File: config.mk
export PLATFORM = sky130hd
export DESIGN_NAME = ccr_flag_unit
export DESIGN_NICKNAME = d
export VERILOG_FILES = /design/src/rtl/ccr_pkg.sv /design/src/rtl/ccr_flag_calc.sv /design/src/rtl/ccr_holdoff_fsm.sv /design/src/rtl/ccr_irq_gate.sv /design/src/rtl/ccr_flag_unit.sv
export SDC_FILE = /design/constraint.sdc
export NUM_CORES = 1
export LEC_CHECK = 0
export BUFFER_PORTS_ARGS = -buffer_cell sky130_fd_sc_hd__buf_2
export CAP_MARGIN = 20
export CORE_AREA = 2 2 49 84
export CTS_BUF_LIST = sky130_fd_sc_hd__clkbuf_2
export CTS_CLUSTER_SIZE = 28
export DETAILED_ROUTE_END_ITERATION = 6
export DIE_AREA = 0 0 51 86
export PLACE_DENSITY = 0.82
export SLEW_MARGIN = 5
export SYNTH_ARGS = -nofsm -noshare
export SYNTH_HDL_FRONTEND = slang
export SYNTH_SLANG_ARGS = --single-unit
File: constraint.sdc
create_clock -name clk -period 5.4 [get_ports clk]
set_input_delay 0 -clock clk [delete_from_list [all_inputs] [get_ports clk]]
set_output_delay 0 -clock clk [all_outputs]
set_load 0.005 [all_outputs]
File: src/rtl/ccr_pkg.sv
package ccr_pkg;

    typedef enum logic [2:0] {
        OP_ADD  = 3'd0,
        OP_ADDX = 3'd1,
        OP_SUB  = 3'd2,
        OP_SUBX = 3'd3,
        OP_CMP  = 3'd4,
        OP_NEG  = 3'd5,
        OP_SHL  = 3'd6,
        OP_SHR  = 3'd7
    } alu_op_e;

    typedef enum logic [2:0] {
        CTL_NONE  = 3'd0,
        CTL_LOAD  = 3'd1,
        CTL_AND   = 3'd2,
        CTL_OR    = 3'd3,
        CTL_XOR   = 3'd4,
        CTL_STORE = 3'd5
    } ctl_op_e;

    typedef enum logic [1:0] {
        HS_OPEN  = 2'd0,
        HS_HOLD1 = 2'd1,
        HS_HOLD2 = 2'd2,
        HS_HOLD3 = 2'd3
    } hold_state_e;

    typedef struct packed {
        logic h;
        logic n;
        logic z;
        logic v;
        logic c;
    } flags_t;

    localparam int POS_I  = 7;
    localparam int POS_UI = 6;
    localparam int POS_H  = 5;
    localparam int POS_U  = 4;
    localparam int POS_N  = 3;
    localparam int POS_Z  = 2;
    localparam int POS_V  = 1;
    localparam int POS_C  = 0;

endpackage

File: src/rtl/ccr_flag_calc.sv
module ccr_flag_calc
    import ccr_pkg::*;
#(
    parameter int DATA_W = 32,
    parameter int HC_OFS = 4
) (
    input  logic [2:0]        op,
    input  logic [1:0]        size,
    input  logic [DATA_W-1:0] a,
    input  logic [DATA_W-1:0] b,
    input  logic [DATA_W-1:0] res,
    input  logic              h_old,
    output flags_t            flags
);
    localparam int IDX_W    = $clog2(DATA_W);
    localparam int BYTE_MSB = 7;
    localparam int WORD_MSB = 15;
    localparam int LONG_MSB = DATA_W - 1;

    logic [IDX_W-1:0]  msb;
    logic [IDX_W-1:0]  hc_idx;
    logic [DATA_W-1:0] size_mask;
    logic [DATA_W-1:0] minu;
    logic [DATA_W-1:0] subt;
    logic [DATA_W-1:0] carry_vec;
    logic              sa, sb, sr;
    alu_op_e           op_e;

    assign op_e = alu_op_e'(op);

    always_comb begin
        unique case (size)
            2'b00: begin
                msb       = IDX_W'(BYTE_MSB);
                size_mask = DATA_W'({(BYTE_MSB+1){1'b1}});
            end
            2'b01: begin
                msb       = IDX_W'(WORD_MSB);
                size_mask = DATA_W'({(WORD_MSB+1){1'b1}});
            end
            default: begin
                msb       = IDX_W'(LONG_MSB);
                size_mask = {DATA_W{1'b1}};
            end
        endcase
    end

    // carry into the bit above the half-carry position
    assign hc_idx    = msb - IDX_W'(HC_OFS - 1);
    assign minu      = (op_e == OP_NEG) ? '0 : a;
    assign subt      = (op_e == OP_NEG) ? a  : b;
    assign carry_vec = minu ^ subt ^ res;
    assign sa        = minu[msb];
    assign sb        = subt[msb];
    assign sr        = res[msb];

    always_comb begin
        flags.n = sr;
        flags.z = ((res & size_mask) == '0);
        flags.h = carry_vec[hc_idx];
        unique case (op_e)
            OP_ADD, OP_ADDX: begin
                flags.c = (sa & sb) | ((sa | sb) & ~sr);
                flags.v = (sa == sb) && (sr != sa);
            end
            OP_SUB, OP_SUBX, OP_CMP, OP_NEG: begin
                flags.c = (~sa & sb) | ((~sa | sb) & sr);
                flags.v = (sa != sb) && (sr != sa);
            end
            OP_SHL: begin
                flags.c = a[msb];
                flags.v = 1'b0;
                flags.h = h_old;
            end
            OP_SHR: begin
                flags.c = a[0];
                flags.v = 1'b0;
                flags.h = h_old;
            end
        endcase
    end

endmodule

File: src/rtl/ccr_holdoff_fsm.sv
module ccr_holdoff_fsm
    import ccr_pkg::*;
(
    input  logic clk,
    input  logic rst,
    input  logic arm,
    output logic blocked
);
    hold_state_e state_q;
    hold_state_e state_d;

    always_ff @(posedge clk) begin
        if (rst) state_q <= HS_OPEN;
        else     state_q <= state_d;
    end

    always_comb begin
        if (arm) begin
            state_d = HS_HOLD1;
        end else begin
            unique case (state_q)
                HS_OPEN:  state_d = HS_OPEN;
                HS_HOLD1: state_d = HS_HOLD2;
                HS_HOLD2: state_d = HS_HOLD3;
                HS_HOLD3: state_d = HS_OPEN;
            endcase
        end
    end

    always_comb begin
        unique case (state_q)
            HS_OPEN:  blocked = 1'b0;
            HS_HOLD1: blocked = 1'b1;
            HS_HOLD2: blocked = 1'b1;
            HS_HOLD3: blocked = 1'b1;
        endcase
    end

endmodule

File: src/rtl/ccr_irq_gate.sv
module ccr_irq_gate (
    input  logic irq_req,
    input  logic nmi_req,
    input  logic mask_i,
    input  logic blocked,
    output logic irq_ack,
    output logic nmi_ack
);
    assign irq_ack = irq_req & ~mask_i & ~blocked;
    assign nmi_ack = nmi_req & ~blocked;
endmodule

File: src/rtl/ccr_flag_unit.sv
module ccr_flag_unit
    import ccr_pkg::*;
#(
    parameter int DATA_W = 32,
    parameter int CCR_W  = 8,
    parameter int HC_OFS = 4
) (
    input  logic              clk,
    input  logic              rst,
    input  logic              alu_valid,
    input  logic [2:0]        alu_op,
    input  logic [1:0]        alu_size,
    input  logic [DATA_W-1:0] opnd_a,
    input  logic [DATA_W-1:0] opnd_b,
    input  logic [DATA_W-1:0] alu_result,
    input  logic [2:0]        ctl_op,
    input  logic [CCR_W-1:0]  ctl_data,
    input  logic              exc_start,
    input  logic              irq_req,
    input  logic              nmi_req,
    output logic [CCR_W-1:0]  ccr_q,
    output logic              irq_ack,
    output logic              nmi_ack
);
    localparam logic [CCR_W-1:0] RESET_VAL = CCR_W'(1) << POS_I;

    logic [CCR_W-1:0] ccr_r;
    logic [CCR_W-1:0] ccr_d;
    flags_t           alu_flags;
    logic             arm;
    logic             blocked;
    ctl_op_e          ctl_e;

    assign ctl_e = ctl_op_e'(ctl_op);

    ccr_flag_calc #(.DATA_W(DATA_W), .HC_OFS(HC_OFS)) calc_i (
        .op    (alu_op),
        .size  (alu_size),
        .a     (opnd_a),
        .b     (opnd_b),
        .res   (alu_result),
        .h_old (ccr_r[POS_H]),
        .flags (alu_flags)
    );

    always_comb begin
        ccr_d = ccr_r;
        arm   = 1'b0;
        if (alu_valid) begin
            ccr_d[POS_H] = alu_flags.h;
            ccr_d[POS_N] = alu_flags.n;
            ccr_d[POS_Z] = alu_flags.z;
            ccr_d[POS_V] = alu_flags.v;
            ccr_d[POS_C] = alu_flags.c;
        end
        case (ctl_e)
            CTL_LOAD: begin ccr_d = ctl_data;          arm = 1'b1; end
            CTL_AND:  begin ccr_d = ccr_r & ctl_data;  arm = 1'b1; end
            CTL_OR:   begin ccr_d = ccr_r | ctl_data;  arm = 1'b1; end
            CTL_XOR:  begin ccr_d = ccr_r ^ ctl_data;  arm = 1'b1; end
            default:  ;
        endcase
        if (exc_start) ccr_d[POS_I] = 1'b1;
    end

    always_ff @(posedge clk) begin
        if (rst) ccr_r <= RESET_VAL;
        else     ccr_r <= ccr_d;
    end

    ccr_holdoff_fsm hold_i (
        .clk     (clk),
        .rst     (rst),
        .arm     (arm),
        .blocked (blocked)
    );

    ccr_irq_gate gate_i (
        .irq_req (irq_req),
        .nmi_req (nmi_req),
        .mask_i  (ccr_r[POS_I]),
        .blocked (blocked),
        .irq_ack (irq_ack),
        .nmi_ack (nmi_ack)
    );

    assign ccr_q = ccr_r;

endmodule

### Yosys cells after proc, flatten, opt, wreduce, memory -nomap -nowiden

Cells that the tools add are included.
Widths: inputs -> output; s select.

| operators by class | value |
|---|---|
| $add $sub $neg | 1 |
| magnitude comparators | 2 |
| eq/ne operators | 19 |
| multiplexer cells | 23 |
| bitwise logic cells | 21 |
| reductions and logical operators | 17 |

Operators by type and width:

| operator | number |
|---|---|
| $mux 32 | 2 |
| $pmux 32 s2 | 1 |
| $xor 32x32->32 | 2 |
| $and 32x32->32 | 1 |
| $logic_not 32->1 | 1 |
| $pmux 8 s4 | 1 |
| $bmux 1 s5 | 5 |
| $eq 3x3->1 const B | 5 |
| $eq 3x2->1 const B | 4 |
| $lt 5x6->1 const B | 2 |
| $pmux 5 s2 | 1 |
| $reduce_or 2->1 | 5 |
| $mux 1 | 9 |
| $and 8x8->8 | 1 |
| $or 8x8->8 | 1 |
| $pmux 2 s4 | 1 |
| $reduce_or 4->1 | 2 |
| $xor 8x8->8 | 1 |
| $and 1x1->1 | 7 |
| $eq 3x1->1 const B | 2 |
| $pmux 2 s3 | 1 |
| $ne 5x1->1 const B | 1 |
| $reduce_bool 5->1 | 1 |
| $sub 5x2->5 const B | 1 |
| other kinds (14) | 25 |

| word-level totals | value |
|---|---|
| flip-flop bits (word level) | 10 |
| input port bits | 118 |
| output and inout bits | 10 |
| logic and storage cells | 89 |

### Logic depth before layout (Yosys ltp)

| depth | value |
|---|---|
| word-level depth | 11 |
| gate-level depth with buffers | 12 |
| gate-level depth less buffers | 11 |

### By module

Synthesis repeated with hierarchy kept, for this count alone.

| unflattened totals | value |
|---|---|
| cells, all modules | 195 |
| area, all modules | 1556.5 um^2 |

Modules (own cells, without submodules):

| module | times used | cells an instance | area each (um^2) | sequential area each (um^2) |
|---|---|---|---|---|
| ccr_flag_unit | 1 | 118 | 952.2 | 160.2 |
| ccr_flag_calc | 1 | 66 | 486.7 | 0.0 |
| ccr_holdoff_fsm | 1 | 9 | 98.8 | 40.0 |
| ccr_irq_gate | 1 | 2 | 18.8 | 0.0 |

### Worst setup path before layout

Ideal clock, no wire load.

| timing path | value |
|---|---|
| path type | input to register |
| start | input port alu_size[1] |
| end | register ccr_r[1] (netlist: ccr_q[1]) |
| library setup time | 0.070 ns |
| data arrival time | 1.781 ns |
| data required time | 5.330 ns |
| setup slack | 3.549 ns |
| stages | 11 |
| buffers on the path | 1 |
| path through | buf_2 -> nor2_1 -> mux2_2 -> o21ai_1 -> mux2_2 -> ha_1 -> nor2b_1 -> nor3_1 -> a21oi_1 -> nor3_1 -> o2bb2ai_1 |

| on the way | value |
|---|---|
| cells in the longest elaborated chain, start to end | 9 |
| elaborated cells on any way between the ends | 17 |
| classes of those cells | eq/ne (4); mux (10); reduce/logical (3) |

RTL lines:

| item | line | text |
|---|---|---|
| start: declaration | ccr_flag_unit.sv:12 | `input logic [1:0] alu_size,` |
| $eq 2x1->1 / $logic_not 2->1 (equally long branches) | ccr_flag_calc.sv:32 | `unique case (size)` |
| $pmux 5 s2 * | ccr_flag_calc.sv:32 |  |
| $bmux 1 s5, on equally long branches | ccr_flag_calc.sv:53, ccr_flag_calc.sv:54, ccr_flag_calc.sv:55 |  |
| $mux 1, on equally long branches | ccr_flag_calc.sv:53, ccr_flag_calc.sv:54, ccr_flag_calc.sv:55 |  |
| $ne 1x1->1 (tied with other cells) | ccr_flag_calc.sv:68 | `flags.v = (sa != sb) && (sr != sa);` |
| $logic_and 1x1->1, on equally long branches | ccr_flag_calc.sv:68, ccr_flag_calc.sv:64 |  |
| $pmux 2 s4 * | ccr_flag_calc.sv:61 | `unique case (op_e)` |
| $mux 4 * | ccr_flag_unit.sv:49 | `if (alu_valid) begin` |
| $pmux 8 s4 * | ccr_flag_unit.sv:56 | `case (ctl_e)` |
| end signal: assignment | ccr_flag_unit.sv:68 | `else ccr_r <= ccr_d;` |
| end: declaration | ccr_flag_unit.sv:27 | `logic [CCR_W-1:0] ccr_r;` |

Mark *: on every way between the ends. The rest lies on a longest branch, timed or not. The select of a mux whose other input is x is not followed.
A chain may end at the register's enable or synchronous reset.

### Worst setup path in the final report

| timing path | value |
|---|---|
| start | input port alu_op[1] |
| end | register ccr_r[1] (netlist: ccr_q[1]) |

| on the way | value |
|---|---|
| cells in the longest elaborated chain, start to end | 9 |
| elaborated cells on any way between the ends | 24 |
| classes of those cells | eq/ne (10); mux (9); reduce/logical (5) |

RTL lines:

| item | line | text |
|---|---|---|
| start: declaration | ccr_flag_unit.sv:11 | `input logic [2:0] alu_op,` |
| $eq 3x3->1 | ccr_flag_calc.sv:50, ccr_flag_calc.sv:51, ccr_flag_calc.sv:61 |  |
| $mux 32, on equally long branches | ccr_flag_calc.sv:50, ccr_flag_calc.sv:51 |  |
| $bmux 1 s5, on equally long branches | ccr_flag_calc.sv:53, ccr_flag_calc.sv:54 |  |
| $mux 1, on equally long branches | ccr_flag_calc.sv:53, ccr_flag_calc.sv:54 |  |
| $ne 1x1->1 (tied with other cells) | ccr_flag_calc.sv:68 |  |
| $logic_and 1x1->1, on equally long branches | ccr_flag_calc.sv:68, ccr_flag_calc.sv:64 |  |
| $pmux 2 s4 * | ccr_flag_calc.sv:61 |  |
| $mux 4 * | ccr_flag_unit.sv:49 |  |
| $pmux 8 s4 * | ccr_flag_unit.sv:56 |  |

Marked as above.

==> impl_metrics.csv <==
group,metric,value,unit
outcome,status,"finished clean",
clock_network,cts-buffers-inserted,3,
cells_and_area,syn_to_final_growth,28.6,%
cells_and_area,final_common_cell,"buf_2",
setup_path,cp_max_fo,9,
power_and_ir_drop,pwr_density_cell,137,mW/mm^2
detailed_routing,drtIter0Drc,30,
timing,max_slew_margin,65.9,%
setup_path,path_cells,"buf_2, nand3b_1, nand3_1, o21ai_1, mux2_2, ha_1, nor2b_1, nor3_1, a21oi_1, nor3_1, o2bb2ai_1",
setup_path,end_kind,"flop",
cells_and_area,final_cells,305,
power_and_ir_drop,seq_power_share,34.1,%
synthesis,synthArstFlopShare,0,%
global_route,grt_max_degree,23,
place,gp_congestion,0.769,
setup_path,cp.required,5620,ps
synthesis,syn_area,0.00142,sq mm
synthesis,ys_ff_latch,10,
setup_path,path_class,"in2reg",
power_and_ir_drop,p_switching,0.0949,mW
place,hpwl,3.25,mm
power_and_ir_drop,clockPowerShare,18.8,%
setup_path,critPathSlowestCell,"nand3b_1",
synthesis,yosysSeqAreaShare,14.1,%
setup_path,worst-path-buf-inv,1,
synthesis,postSynthCellCount,187,
power_and_ir_drop,swShare,37.9,%
floorplan,num_io_pins,128,
cells_and_area,final_cell_mix,"76 x buf_2, 24 x inv_1, 22 x ha_1",
setup_path,crit_family,"simple AND/OR/NAND/NOR gates",
clock_network,cts_tree,"built",
power_and_ir_drop,combPwrFrac,47.1,%
clock_network,clk_pin_slew,110,ps
clock_network,cts_max_path_buffers,2,
detailed_routing,via_per_inst,5.25,
synthesis,synth_cell_types,45,
cells_and_area,antennaDiodeCount,0,
clock_network,clock_latency,280,ps
timing,clock_skew,0.0358,ps
detailed_routing,antenna_left,0,
timing,timing.hold.ws,26.5,ps
synthesis,synth_compound_area_share,20.6,%
timing,fin_crit,1760,ps
synthesis,synth_edf_count,0,
timing,report.final.slew_viol_count,0,
detailed_routing,num_vias,1600,
setup_path,crit_path_start_kind,"input pin",
power_and_ir_drop,internal-power,0.155,mW
setup_path,cpMostUsedCell,"nor3_1",
place,portBuffers,76,
synthesis,ys.flop_type,"dfxtp_1",
timing,setup_tns,0,ps
floorplan,core,0.00366,sq mm
floorplan,start_util,38.9,%
timing,fin_crit_sh,32.7,%
detailed_routing,drt_wl_total,3.82,mm
cells_and_area,layout-drive-gt1-share,33.6,%
power_and_ir_drop,power.total,0.250,mW
synthesis,syn-num-nets,327,
power_and_ir_drop,ir_worst_vdd,0.0856,mV
synthesis,yosys_warnings,0,
detailed_routing,wl_per_cell,12.5,um
clock_network,cts-root-buf,"clkbuf_2",
clock_network,htree_num_levels,1,
timing,fmax,0.567,GHz
timing,tightest_slew,510,ps
global_route,grt_overflow,0,
power_and_ir_drop,power.leakage,0.948,nW
timing,rsz0062_at_grt,"no",
synthesis,yosys.area_share.simple,23.6,%
cells_and_area,nFillCells,373,
synthesis,synthAdderAreaFrac,19.3,%
timing,hold_viol_final,0,
setup_path,arrival,1980,ps
synthesis,synth_area_per_cell,7.61,sq um
global_route,grt_pass1_vias,1620,
global_route,grt_use_total,18.2,%
clock_network,clkSinkCount,10,
detailed_routing,drtPass1Iterations,4,
worst_hold_path,hp-class,"in2reg",
synthesis,synth_top_family_by_area,"simple AND/OR/NAND/NOR gates",
global_route,antenna_found_initial,0,
synthesis,yosys.area_share.xor_xnor,3.69,%
floorplan,die_w,51,um
setup_path,critical_path.max_stage_delay,360,ps
detailed_routing,drc,0,
floorplan,dieArea,0.00439,sq mm
floorplan,fp.dieH,86,um
synthesis,muxShareOfSynthArea,8.26,%
global_route,grt_pass1_wl,6.20,mm
flow_run,drv_cap,0,
place,dp.cells,300,
timing,setup_violations,0,
floorplan,placementRows,29,
cells_and_area,nets,400,
[cell families (layout without fill, tap and decap cells)]
group / after synthesis / in the layout
buf+inv: 33 / 105
xor+xnor: 6 / 6
compound gates: 44 / 44
flops: 10 / 10
simple gates: 61 / 61
fa+ha+maj: 22 / 22
mux: 11 / 11
[power groups by stage]
| stage | Sequential (mW) | Combinational [mW] | Clock [mW] |
|---|---|---|---|
| 6_report | 0.0853 | 0.118 | 0.0471 |
| 3_3_place_gp | 0.0870 | 0.114 | 0 |
| 4_1_cts | 0.0855 | 0.119 | 0.0474 |
| 5_1_grt | 0.0865 | 0.134 | 0.0503 |
| 3_5_place_dp | 0.0872 | 0.118 | 0 |
| 2_1_floorplan | 0.0867 | 0.0726 | 0 |
[registers in the layout, indices dropped and copies added, names as in the netlist]
name / cells
ccr_q: 8
hold_i.state_q: 2
[synthesized netlist by cell type (2+ instances only)]
| cell | instances | area [sq um] |
|---|---|---|
| nor4_1 | 9 | 56.3 |
| nand3_1 | 2 | 10.0 |
| buf_6 | 2 | 22.5 |
| nor2_1 | 12 | 45.0 |
| and3_1 | 3 | 18.8 |
| a222oi_1 | 3 | 30.0 |
| xnor2_1 | 5 | 43.8 |
| nand3b_1 | 2 | 15.0 |
| inv_1 | 24 | 90.1 |
| nand2_1 | 11 | 41.3 |
| a21oi_1 | 16 | 80.1 |
| o21ai_1 | 2 | 10.0 |
| o21ai_0 | 8 | 40.0 |
| buf_2 | 2 | 10.0 |
| buf_4 | 2 | 15.0 |
| clkbuf_1 | 3 | 11.3 |
| mux2_1 | 2 | 22.5 |
| o211ai_1 | 2 | 15.0 |
| mux2i_1 | 5 | 50.1 |
| dfxtp_1 | 10 | 200 |
| a22o_1 | 3 | 26.3 |
| mux2_2 | 4 | 45.0 |
| nor2b_1 | 8 | 50.1 |
| nor3_1 | 5 | 25.0 |
| ha_1 | 22 | 275 |
[worst paths after layout]
kind,from,to,slack [ps],cells past startpoint
min,rst,ccr_q[2],30,2
max,alu_op[1],ccr_q[1],3640,11
max reg2reg,ccr_q[0],ccr_q[0],3650,6
min reg2reg,ccr_q[4],ccr_q[4],540,2
[stage by stage]
| step | cell area [sq um] | setup WS [ps] | utilization, % |
|---|---|---|---|
| after CTS | 1830 | 3630 | 50.0 |
| after global routing | 1830 | 3510 | 50.0 |
| after detailed placement | 1800 | 3350 | 49.2 |
| after global placement | 1800 | 3390 | 49.2 |
| after floorplan | 1420 | 3550 | - |
| final | 1830 | 3640 | 50.0 |
[area by class of cell]
cell class              count  area, sq um  share of cell area (%)
clock buffers               3         15.0                   0.820
multi-input cells         144         1070                    58.7
well taps                  46         57.6                    3.14
clock inverters             1         3.75                   0.205
flip-flops and latches     10          200                    10.9
repair buffers             77          390                    21.3
inverters                  24         90.1                    4.92
[worst register-to-register path, cell delays in order, from the launching register on]
cell and delay (ps):
dfxtp_1 390, inv_1 60, ha_1 260, a22o_1 200, a222oi_1 430, o211a_1 220, a221oi_1 70
[layer usage]
| layer | track usage, % | part of all wire (%) | vias to the layer above |
|---|---|---|---|
| met4 | 7.37 | 2.1 | 0 |
| met5 | 0 | 0 | - |
| met2 | 38.8 | 56 | 79 |
| li1 | - | - | 809 |
| met3 | 2.44 | 8.2 | 7 |
| met1 | 15.5 | 34 | 705 |
[timing repair]
action	4_1_cts	5_1_grt
resized for setup	0	0
endpoints found under the hold margin	1	0
setup buffers	0	0
hold buffers	1	0
Note: power is estimated with default switching activity, not from simulation.
